$ cat config.mk
export PLATFORM = sky130hd
export DESIGN_NAME = mem_crc_engine
export DESIGN_NICKNAME = d
export VERILOG_FILES = /design/src/rtl/mcrc_pkg.sv /design/src/rtl/mcrc_addr_gen.sv /design/src/rtl/mcrc_fold.sv /design/src/rtl/mem_crc_engine.sv
export SDC_FILE = /design/constraint.sdc
export NUM_CORES = 1
export LEC_CHECK = 0
export ABC_AREA = 1
export BUFFER_PORTS_ARGS = -buffer_cell sky130_fd_sc_hd__buf_2
export CAP_MARGIN = 20
export CELL_PAD_IN_SITES_DETAIL_PLACEMENT = 1
export CELL_PAD_IN_SITES_GLOBAL_PLACEMENT = 2
export CORE_MARGIN = 3
export CORE_UTILIZATION = 35
export CTS_BUF_LIST = sky130_fd_sc_hd__clkbuf_8
export CTS_CLUSTER_SIZE = 24
export DETAILED_ROUTE_END_ITERATION = 6
export HOLD_SLACK_MARGIN = 0.12
export PLACE_DENSITY_LB_ADDON = 0.1
export RECOVER_POWER = 25
export REMOVE_ABC_BUFFERS = 1
export SLEW_MARGIN = 20
export SYNTH_ARGS = -nofsm -noshare
export SYNTH_HDL_FRONTEND = slang
export SYNTH_HIERARCHICAL = 1
export SYNTH_SLANG_ARGS = --single-unit
$ cat constraint.sdc
create_clock -name clk -period 3.75 [get_ports clk]
set_input_delay 0.75 -clock clk [delete_from_list [all_inputs] [get_ports clk]]
set_output_delay 0.75 -clock clk [all_outputs]
set_load 0.01 [all_outputs]
$ cat src/rtl/mcrc_pkg.sv
package mcrc_pkg;

    localparam logic [15:0] CRC_POLY   = 16'h1021;
    localparam logic [15:0] CRC_PRESET = 16'hFFFF;

    // Fold one byte into a left-shifting register, data bit 0 entering first.
    function automatic logic [15:0] crc_fold_byte(input logic [15:0] c, input logic [7:0] b);
        logic [15:0] r;
        logic        fb;
        r = c;
        for (int i = 0; i < 8; i++) begin
            fb = r[15] ^ b[i];
            r  = {r[14:0], 1'b0} ^ (fb ? CRC_POLY : 16'h0000);
        end
        return r;
    endfunction

    function automatic logic [15:0] bit_rev16(input logic [15:0] v);
        logic [15:0] r;
        for (int i = 0; i < 16; i++) r[i] = v[15-i];
        return r;
    endfunction

    typedef enum logic [0:0] {
        ST_IDLE = 1'b0,
        ST_SCAN = 1'b1
    } scan_state_e;

endpackage

$ cat src/rtl/mcrc_addr_gen.sv
module mcrc_addr_gen #(
    parameter int BLK_LOG2 = 12,
    parameter int IDX_W    = 12,
    localparam int ADDR_W  = IDX_W + BLK_LOG2,
    localparam int CNT_W   = IDX_W + 1,
    localparam int LEN_W   = CNT_W + BLK_LOG2
) (
    input  logic              clk,
    input  logic              rst_n,
    input  logic              load,
    input  logic [IDX_W-1:0]  idx,
    input  logic [CNT_W-1:0]  count,
    output logic              rd_en,
    output logic              rd_last,
    output logic [ADDR_W-1:0] rd_addr
);

    typedef struct packed {
        logic [ADDR_W-1:0] addr;
        logic [LEN_W-1:0]  left;
    } agen_t;

    agen_t st_d, st_q;

    always_comb begin
        st_d = st_q;
        if (load) begin
            st_d.addr = {idx, {BLK_LOG2{1'b0}}};
            st_d.left = {count, {BLK_LOG2{1'b0}}};
        end else if (st_q.left != '0) begin
            st_d.addr = st_q.addr + ADDR_W'(1);
            st_d.left = st_q.left - LEN_W'(1);
        end
    end

    always_ff @(posedge clk or negedge rst_n) begin
        if (!rst_n) st_q <= '0;
        else        st_q <= st_d;
    end

    assign rd_en   = (st_q.left != '0);
    assign rd_last = (st_q.left == LEN_W'(1));
    assign rd_addr = st_q.addr;

    // back-to-back reads step the address by exactly one byte
    a_r2_addr_step: assert property (@(posedge clk) disable iff (!rst_n)
        (rd_en && $past(rd_en)) |-> (rd_addr == $past(rd_addr) + ADDR_W'(1)));

    // the final read of a scan is followed by silence
    a_r2_stop_after_last: assert property (@(posedge clk) disable iff (!rst_n)
        (rd_en && rd_last && !load) |=> !rd_en);

endmodule

$ cat src/rtl/mcrc_fold.sv
module mcrc_fold
    import mcrc_pkg::*;
(
    input  logic        clk,
    input  logic        rst_n,
    input  logic        init,
    input  logic        req_vld,
    input  logic        req_last,
    input  logic [7:0]  data,
    output logic        fold_last,
    output logic [15:0] crc_reg
);

    typedef struct packed {
        logic [15:0] crc;
        logic        vld;
        logic        last;
    } fold_t;

    fold_t st_d, st_q;

    always_comb begin
        st_d      = st_q;
        st_d.vld  = req_vld;
        st_d.last = req_vld & req_last;
        if (init) begin
            st_d.crc = CRC_PRESET;
        end else if (st_q.vld) begin
            st_d.crc = crc_fold_byte(st_q.crc, data);
        end
    end

    always_ff @(posedge clk or negedge rst_n) begin
        if (!rst_n) begin
            st_q.crc  <= CRC_PRESET;
            st_q.vld  <= 1'b0;
            st_q.last <= 1'b0;
        end else begin
            st_q <= st_d;
        end
    end

    assign fold_last = st_q.vld & st_q.last;
    assign crc_reg   = st_q.crc;

    // no data byte arrives after the last one of a scan
    a_r5_last_is_final: assert property (@(posedge clk) disable iff (!rst_n)
        fold_last |=> !st_q.vld);

    // register changes only on a fold or a fresh preset
    a_r6_crc_quiet: assert property (@(posedge clk) disable iff (!rst_n)
        (!st_q.vld && !init) |=> $stable(st_q.crc));

endmodule

$ cat src/rtl/mem_crc_engine.sv
module mem_crc_engine
    import mcrc_pkg::*;
#(
    parameter int BLK_LOG2 = 12,
    parameter int IDX_W    = 12,
    localparam int ADDR_W  = IDX_W + BLK_LOG2,
    localparam int CNT_W   = IDX_W + 1
) (
    input  logic              clk,
    input  logic              rst_n,
    input  logic              start,
    input  logic [IDX_W-1:0]  blk_index,
    input  logic [CNT_W-1:0]  blk_count,
    input  logic              rd_protect,
    output logic [ADDR_W-1:0] mem_addr,
    output logic              mem_rd,
    input  logic [7:0]        mem_data,
    output logic              busy,
    output logic              done,
    output logic              err,
    output logic [15:0]       crc_out
);

    localparam logic [CNT_W-1:0] MAX_BLOCKS = CNT_W'(1) << IDX_W;

    typedef struct packed {
        scan_state_e state;
        logic        done;
        logic        err;
    } ctl_t;

    ctl_t ctl_d, ctl_q;

    logic        req_seen;
    logic        req_refused;
    logic        req_ok;
    logic        req_empty;
    logic        ag_last;
    logic        fold_last;
    logic [15:0] crc_reg;

    assign req_seen    = start && (ctl_q.state == ST_IDLE);
    assign req_refused = req_seen && (rd_protect || (blk_count > MAX_BLOCKS));
    assign req_ok      = req_seen && !req_refused;
    assign req_empty   = (blk_count == '0);

    always_comb begin
        ctl_d      = ctl_q;
        ctl_d.done = 1'b0;
        ctl_d.err  = req_refused;
        unique case (ctl_q.state)
            ST_IDLE: begin
                if (req_ok) begin
                    if (req_empty) ctl_d.done  = 1'b1;
                    else           ctl_d.state = ST_SCAN;
                end
            end
            ST_SCAN: begin
                if (fold_last) begin
                    ctl_d.state = ST_IDLE;
                    ctl_d.done  = 1'b1;
                end
            end
            default: ctl_d.state = ST_IDLE;
        endcase
    end

    always_ff @(posedge clk or negedge rst_n) begin
        if (!rst_n) begin
            ctl_q.state <= ST_IDLE;
            ctl_q.done  <= 1'b0;
            ctl_q.err   <= 1'b0;
        end else begin
            ctl_q <= ctl_d;
        end
    end

    mcrc_addr_gen #(
        .BLK_LOG2 (BLK_LOG2),
        .IDX_W    (IDX_W)
    ) u_agen (
        .clk     (clk),
        .rst_n   (rst_n),
        .load    (req_ok),
        .idx     (blk_index),
        .count   (blk_count),
        .rd_en   (mem_rd),
        .rd_last (ag_last),
        .rd_addr (mem_addr)
    );

    mcrc_fold u_fold (
        .clk       (clk),
        .rst_n     (rst_n),
        .init      (req_ok),
        .req_vld   (mem_rd),
        .req_last  (ag_last),
        .data      (mem_data),
        .fold_last (fold_last),
        .crc_reg   (crc_reg)
    );

    assign busy    = (ctl_q.state == ST_SCAN);
    assign done    = ctl_q.done;
    assign err     = ctl_q.err;
    assign crc_out = ~bit_rev16(crc_reg);

    // completion is a single-cycle pulse
    a_r5_done_pulse: assert property (@(posedge clk) disable iff (!rst_n)
        done |=> !done);

    // done and busy are never high together
    a_r5_done_not_busy: assert property (@(posedge clk) disable iff (!rst_n)
        !(done && busy));

    // reads occur only during a scan
    a_r2_rd_in_scan: assert property (@(posedge clk) disable iff (!rst_n)
        mem_rd |-> busy);

    // a protected request is refused with an error pulse
    a_r8_protect_err: assert property (@(posedge clk) disable iff (!rst_n)
        (start && !busy && rd_protect) |=> (err && !busy && !done && !mem_rd));

    // a start during a scan raises no error and keeps the scan running
    a_r7_start_ignored: assert property (@(posedge clk) disable iff (!rst_n)
        (start && busy) |=> !err);

    // result is frozen while idle and no start arrives
    a_r6_hold: assert property (@(posedge clk) disable iff (!rst_n)
        (!busy && !start) |=> $stable(crc_out));

endmodule

Word-level counts from Yosys, hierarchy flattened
Cells that the tools add are included.
Widths: inputs -> output; s select.
- bits in registers: 70
- bits in latches: 0
- RAM bits: 0
- bits in read-only memories: 0
- output and inout port bits: 44
- logic and storage cells: 58
- memories: 0
- $add $sub $neg: 2
- multipliers: 0
- divide/modulo/power cells: 0
- order comparisons: 1
- eq/ne operators: 1
- shift-type cells: 0
- multiplexer cells: 17
- bitwise gates (word level): 20
- reductions and logical operators: 9
- operators by type and width (cell ; number):
    $xor 16x16->16 ; 8
    $mux 13 ; 8
    $mux 49 ; 2
    $mux 16 ; 2
    $eq 25x1->1 const B ; 1
    $reduce_bool 25->1 ; 1
    $sub 25x1->25 const B ; 1
    $add 24x1->24 const B ; 1
    $not 16->16 ; 1
    $gt 13x13->1 const B ; 1
    $logic_not 13->1 ; 1
    $xor 1x1->1 ; 8
    $mux 2 ; 2
    $pmux 2 s2 ; 1
    $reduce_bool 2->1 ; 2
    $logic_and 1x1->1 ; 3
    $and 1x1->1 ; 2
    $mux 1 ; 2
    $logic_not 1->1 ; 1
    $logic_or 1x1->1 ; 1
    $not 1->1 ; 1

Longest topological paths before layout
- depth in word-level cells: 26
- mapped depth: 13

Cells and area by module
Netlist, hierarchy kept.
- by module, submodules not included (module ; times used ; cells an instance ; area each (µm²)):
    mcrc_addr_gen ; 1 ; 511 ; 3488.3
    mcrc_fold ; 1 ; 158 ; 1194.9
    mem_crc_engine ; 1 ; 50 ; 270.3

Worst setup path after synthesis
OpenSTA, ideal clock, no wires.
- path type: input to register
- start point: in blk_count[7]
- end point: reg u_agen.st_q, in the netlist u_agen/rd_addr[6]
- setup time: 0.117 ns
- data arrival time: 1.991 ns
- slack: 1.642 ns
- stages: 13
- buffers on the path: 3
- cell sequence: nor2_1 nand2_1 nor2_2 nand2_2 nand2_2 nand2_1 nor2_2 buf_2 inv_1 buf_2 buf_2 nand3_1 nand2_1
- word-level cells in the longest chain between the ends: 6
- elaborated cells on any way between the ends: 7
- RTL lines (item ; line ; RTL):
    start, declared ; mem_crc_engine.sv:13 ; input logic [CNT_W-1:0] blk_count,
    $gt 13x13->1 * ; mem_crc_engine.sv:43 ; assign req_refused = req_seen && (rd_protect || (blk_count > MAX_BLOCKS));
    $logic_or 1x1->1 * ; mem_crc_engine.sv:43 ;
    $logic_and 1x1->1 * ; mem_crc_engine.sv:43 ;
    $logic_not 1->1 * ; mem_crc_engine.sv:44 ; assign req_ok = req_seen && !req_refused;
    $logic_and 1x1->1 * ; mem_crc_engine.sv:44 ;
    net req_ok ; mem_crc_engine.sv:36 ; logic req_ok;
    $mux 49 / $reduce_bool 2->1 (equally long branches) ; -- ;
    end signal, assigned ; mcrc_addr_gen.sv:38 ; else st_q <= st_d;
    end, declared ; mcrc_addr_gen.sv:23 ; agen_t st_d, st_q;
The timed path passes the listed nets; every way through them passes the cells marked *.
A chain may end at the register's enable or synchronous reset.

==> metrics.json <==
{
  "port-buffer-count": {"value": 80},
  "grt_start_max_net_pins": {"value": 38},
  "worst_ir_drop_vdd": {"value": 0.1644, "unit": "mV"},
  "regToRegSetupSlack": {"value": 1.35, "unit": "ns"},
  "tritoncts.num_buffers": {"value": 9},
  "synthToLayoutAreaGrowth": {"value": 9.422, "unit": "%"},
  "netlist_top_cells_count": {"value": "nand2_1, nor2_1, nand3_1"},
  "insertedDiodeCount": {"value": 0},
  "postLayoutCellArea": {"value": 5420, "unit": "sq um"},
  "ff2ff_path_depth": {"value": 10},
  "postLayoutSetupSlackWorst": {"value": 1.011, "unit": "ns"},
  "worstReg2RegEnd": {"value": "u_agen/rd_addr[22]"},
  "vias_in_the_first_global_route": {"value": 4865},
  "timing.critical_path.buf_inv": {"value": 2},
  "grt_antenna_before_repair": {"value": 0},
  "worst_setup_hold_path_clk_slew": {"value": 0.08, "unit": "ns"},
  "floorplan.core_area": {"value": 13560, "unit": "sq um"},
  "required": {"value": 4.11, "unit": "ns"},
  "ys.flop_type": {"value": "dfrtp_1"},
  "synth.top_cells.by_area": {"value": "dfrtp_1, nand2_1, dfstp_2, nand3_1, nor2_1"},
  "multiInputGateArea": {"value": 2501, "unit": "sq um"},
  "number_of_sinks_handled_by_clock_tree_synthesis": {"value": 70},
  "insertion_delay": {"value": 0.36, "unit": "ns"},
  "hold-path-endpoint": {"value": "u_fold/crc_reg[1]"},
  "globalRouteOverflowTotal": {"value": 0},
  "global_route_wire_length_before_repair": {"value": 24.97, "unit": "mm"},
  "post_synth_cell_types": {"value": 32},
  "place.gp.congestion": {"value": 0.7890},
  "min-delay-path-class": {"value": "reg -> reg"},
  "crit-reg2reg-launch": {"value": "u_agen/st_q[0]"},
  "detailedRoute.firstIterationViolations": {"value": 170},
  "drive_above_1_share": {"value": 20.23, "unit": "%"},
  "top_ports": {"value": 81},
  "cp_cell_sequence": {"value": "clkbuf_1 -> clkbuf_2"},
  "antenna_left": {"value": 0},
  "fp.dieH": {"value": 125.0, "unit": "um"},
  "largest_reg_flops": {"value": 25},
  "maxCapViolations": {"value": 1},
  "cts_max_path_buffers": {"value": 2},
  "die_w": {"value": 125.0, "unit": "um"},
  "fin_crit_sh": {"value": 73.04, "unit": "%"},
  "max_slew_margin": {"value": -31.12, "unit": "%"},
  "synth_top_area_cell": {"value": "dfrtp_1"},
  "design.die.area": {"value": 15620, "unit": "sq um"},
  "synth-edff-count": {"value": 0},
  "maximum_level_of_the_cts_h_tree": {"value": 3},
  "worstMarginPinSlew": {"value": 1.967, "unit": "ns"},
  "final-seq-area": {"value": 1772, "unit": "sq um"},
  "postPlaceCellArea": {"value": 5241, "unit": "sq um"},
  "synth.avg_cell_area": {"value": 6.889, "unit": "sq um"},
  "criticalPathCategory": {"value": "in -> async"},
  "routed_wirelength": {"value": 14.57, "unit": "mm"},
  "critical_path.slowest_cell": {"value": "clkbuf_1"},
  "post_drt_wl_per_cell": {"value": 15.47, "unit": "um"},
  "power-per-cell-area": {"value": 506.8, "unit": "nW/um^2"},
  "place_worst_setup_slack": {"value": 0.9522, "unit": "ns"},
  "row_count": {"value": 42},
  "post-synth-top-count-cell": {"value": "nand2_1"},
  "post_cts_buffers": {"value": 0},
  "final_total_negative_setup_slack": {"value": 0, "unit": "ns"},
  "vias_per_cell": {"value": 4.877},
  "initial_utilization": {"value": 36.54, "unit": "%"},
  "warnings_from_yosys": {"value": 6},
  "drc": {"value": 0},
  "tritoncts": {"value": "done"},
  "fraction_of_the_yosys_area_taken_by_sequential_cells": {"value": 35.77, "unit": "%"},
  "timing.final.crit_period": {"value": 2.739, "unit": "ns"},
  "end_kind": {"value": "asynchronous set/reset pin"},
  "number_of_fill_cells": {"value": 1804},
  "async_flop_share": {"value": 100.0, "unit": "%"},
  "hpwlAfterDp": {"value": 11.13, "unit": "mm"},
  "timing.critical_path.from_type": {"value": "input pin"},
  "static-leakage-power": {"value": 2.809, "unit": "nW"},
  "post_cts_resized": {"value": 0},
  "number_of_setup_violations_in_the_final_report": {"value": 0},
  "post_route_clock_skew": {"value": 0.007227, "unit": "ns"},
  "synth-seq-cells": {"value": 70},
  "worst-path-max-fanout": {"value": 37},
  "failing_checks": {"value": "max-capacitance violations, max-slew violations"},
  "cpLargestDelayFamily": {"value": "buffers and inverters"},
  "whs_path_depth": {"value": 2},
  "hold_viol_final": {"value": 0},
  "cp_data_arrival_time": {"value": 3.10, "unit": "ns"},
  "upper_clock_frequency_limit": {"value": 365.1, "unit": "MHz"},
  "groute.usage.overall": {"value": 19.51, "unit": "%"},
  "min_from": {"value": "u_fold/crc_reg[1]"},
  "clock_root_cell": {"value": "clkbuf_8"},
  "timing.critical_path.slowest_cell_delay": {"value": 1.38, "unit": "ns"},
  "cts.hold.buffers_added": {"value": 0},
  "vias": {"value": 4594},
  "syn_inst": {"value": 719},
  "unrepaired_setup_endpoints_after_global_routing": {"value": "false"},
  "dr.pass1.iters": {"value": 4},
  "result_of_the_run": {"value": "finished with violations"},
  "nets": {"value": 801},
  "synthesis.area": {"value": 4954, "unit": "sq um"},
  "slew_violations": {"value": 35},
  "synth.top_cell.area_share": {"value": 27.28, "unit": "%"}
}
==> cell type report <==
class	instances	share of cell area, %
clock buffer	11	2.793
clock inverter	5	0.9003
inverter	76	5.263
multi-input combinational	518	46.14
sequential	70	32.69
tap	176	4.063
timing repair buffer	86	8.149
==> through the flow <==
step / total power (W) / std cells / utilization (%) / hold slack (ns)
after floorplan: 0.001790 / 664 / - / 0.4544
after global placement: 0.002105 / 926 / 38.66 / 0.4954
after detailed placement: 0.002136 / 926 / 38.66 / 0.4955
after CTS: 0.002794 / 942 / 40.13 / 0.5080
after global routing: 0.002986 / 942 / 39.98 / 0.5378
final: 0.002747 / 942 / 39.98 / 0.5157
==> kinds of logic (layout without fill, tap and decap cells) <==
kind of cell	Yosys count	after routing	share of synthesized area, %
AO/OA/AOI/OAI	36	36	4.041
XOR/XNOR	37	37	6.542
adder cells (fa/ha/maj)	3	3	0.7578
buffers and inverters	131	178	13.74
flip-flops	70	70	35.77
AND/OR/NAND/NOR	442	442	39.15
==> worst max-delay path by stage <==
stage / endpoint / slack (ns) / cells past startpoint / start
after floorplan: u_agen/st_q[18] / 0.21 / 10 / blk_count[7]
after global placement: u_agen/rd_addr[22] / 1.09 / 13 / blk_count[1]
after detailed placement: u_agen/st_q[18] / 0.95 / 11 / blk_count[1]
after CTS: mem_rd / 0.96 / 8 / u_agen/st_q[0]
after global routing: u_agen/rd_addr[18] / 0.48 / 2 / rst_n
final: u_agen/rd_addr[18] / 1.01 / 2 / rst_n
==> worst min-delay path, cell delays in order, from the launching register on <==
cell and delay [ns]:
dfstp_2 0.38, inv_1 0.07, o21ai_1 0.07
==> power breakdown <==
group | switching (W) | leakage [nW] | internal, W
logic | 0.000580 | 1.86 | 0.000369
clock network | 0.000304 | 0.110 | 0.000338
registers | 0.000181 | 0.834 | 0.000975
total | 0.00107 | 2.81 | 0.00168
==> cells in the final DEF, fill, tap and decap left out, drive strengths merged <==
master    n
xor2     27
buf      84
nand3    75
ha        3
nand2   241
a31oi     4
nand4     7
o21ai    16
nor3b     2
inv      77
or2       2
bufinv    1
a22oi     2
nor2    109
clkinv    3
nand3b    3
a21oi    10
o21bai    4
dfstp    16
xnor2    10
clkbuf   13
nor3      3
dfrtp    54
==> per-layer routing <==
layer	GRT usage (%)	routed length, um	up-vias	part of all wire, %
met2	31.67	6912	74	47
met4	6.505	238	0	1.6
met5	0	0	-	0
met3	3.284	467	16	3.2
li1	-	-	2273	-
met1	26.55	6953	2231	48
No activity file was read; power rests on OpenSTA's default activity.
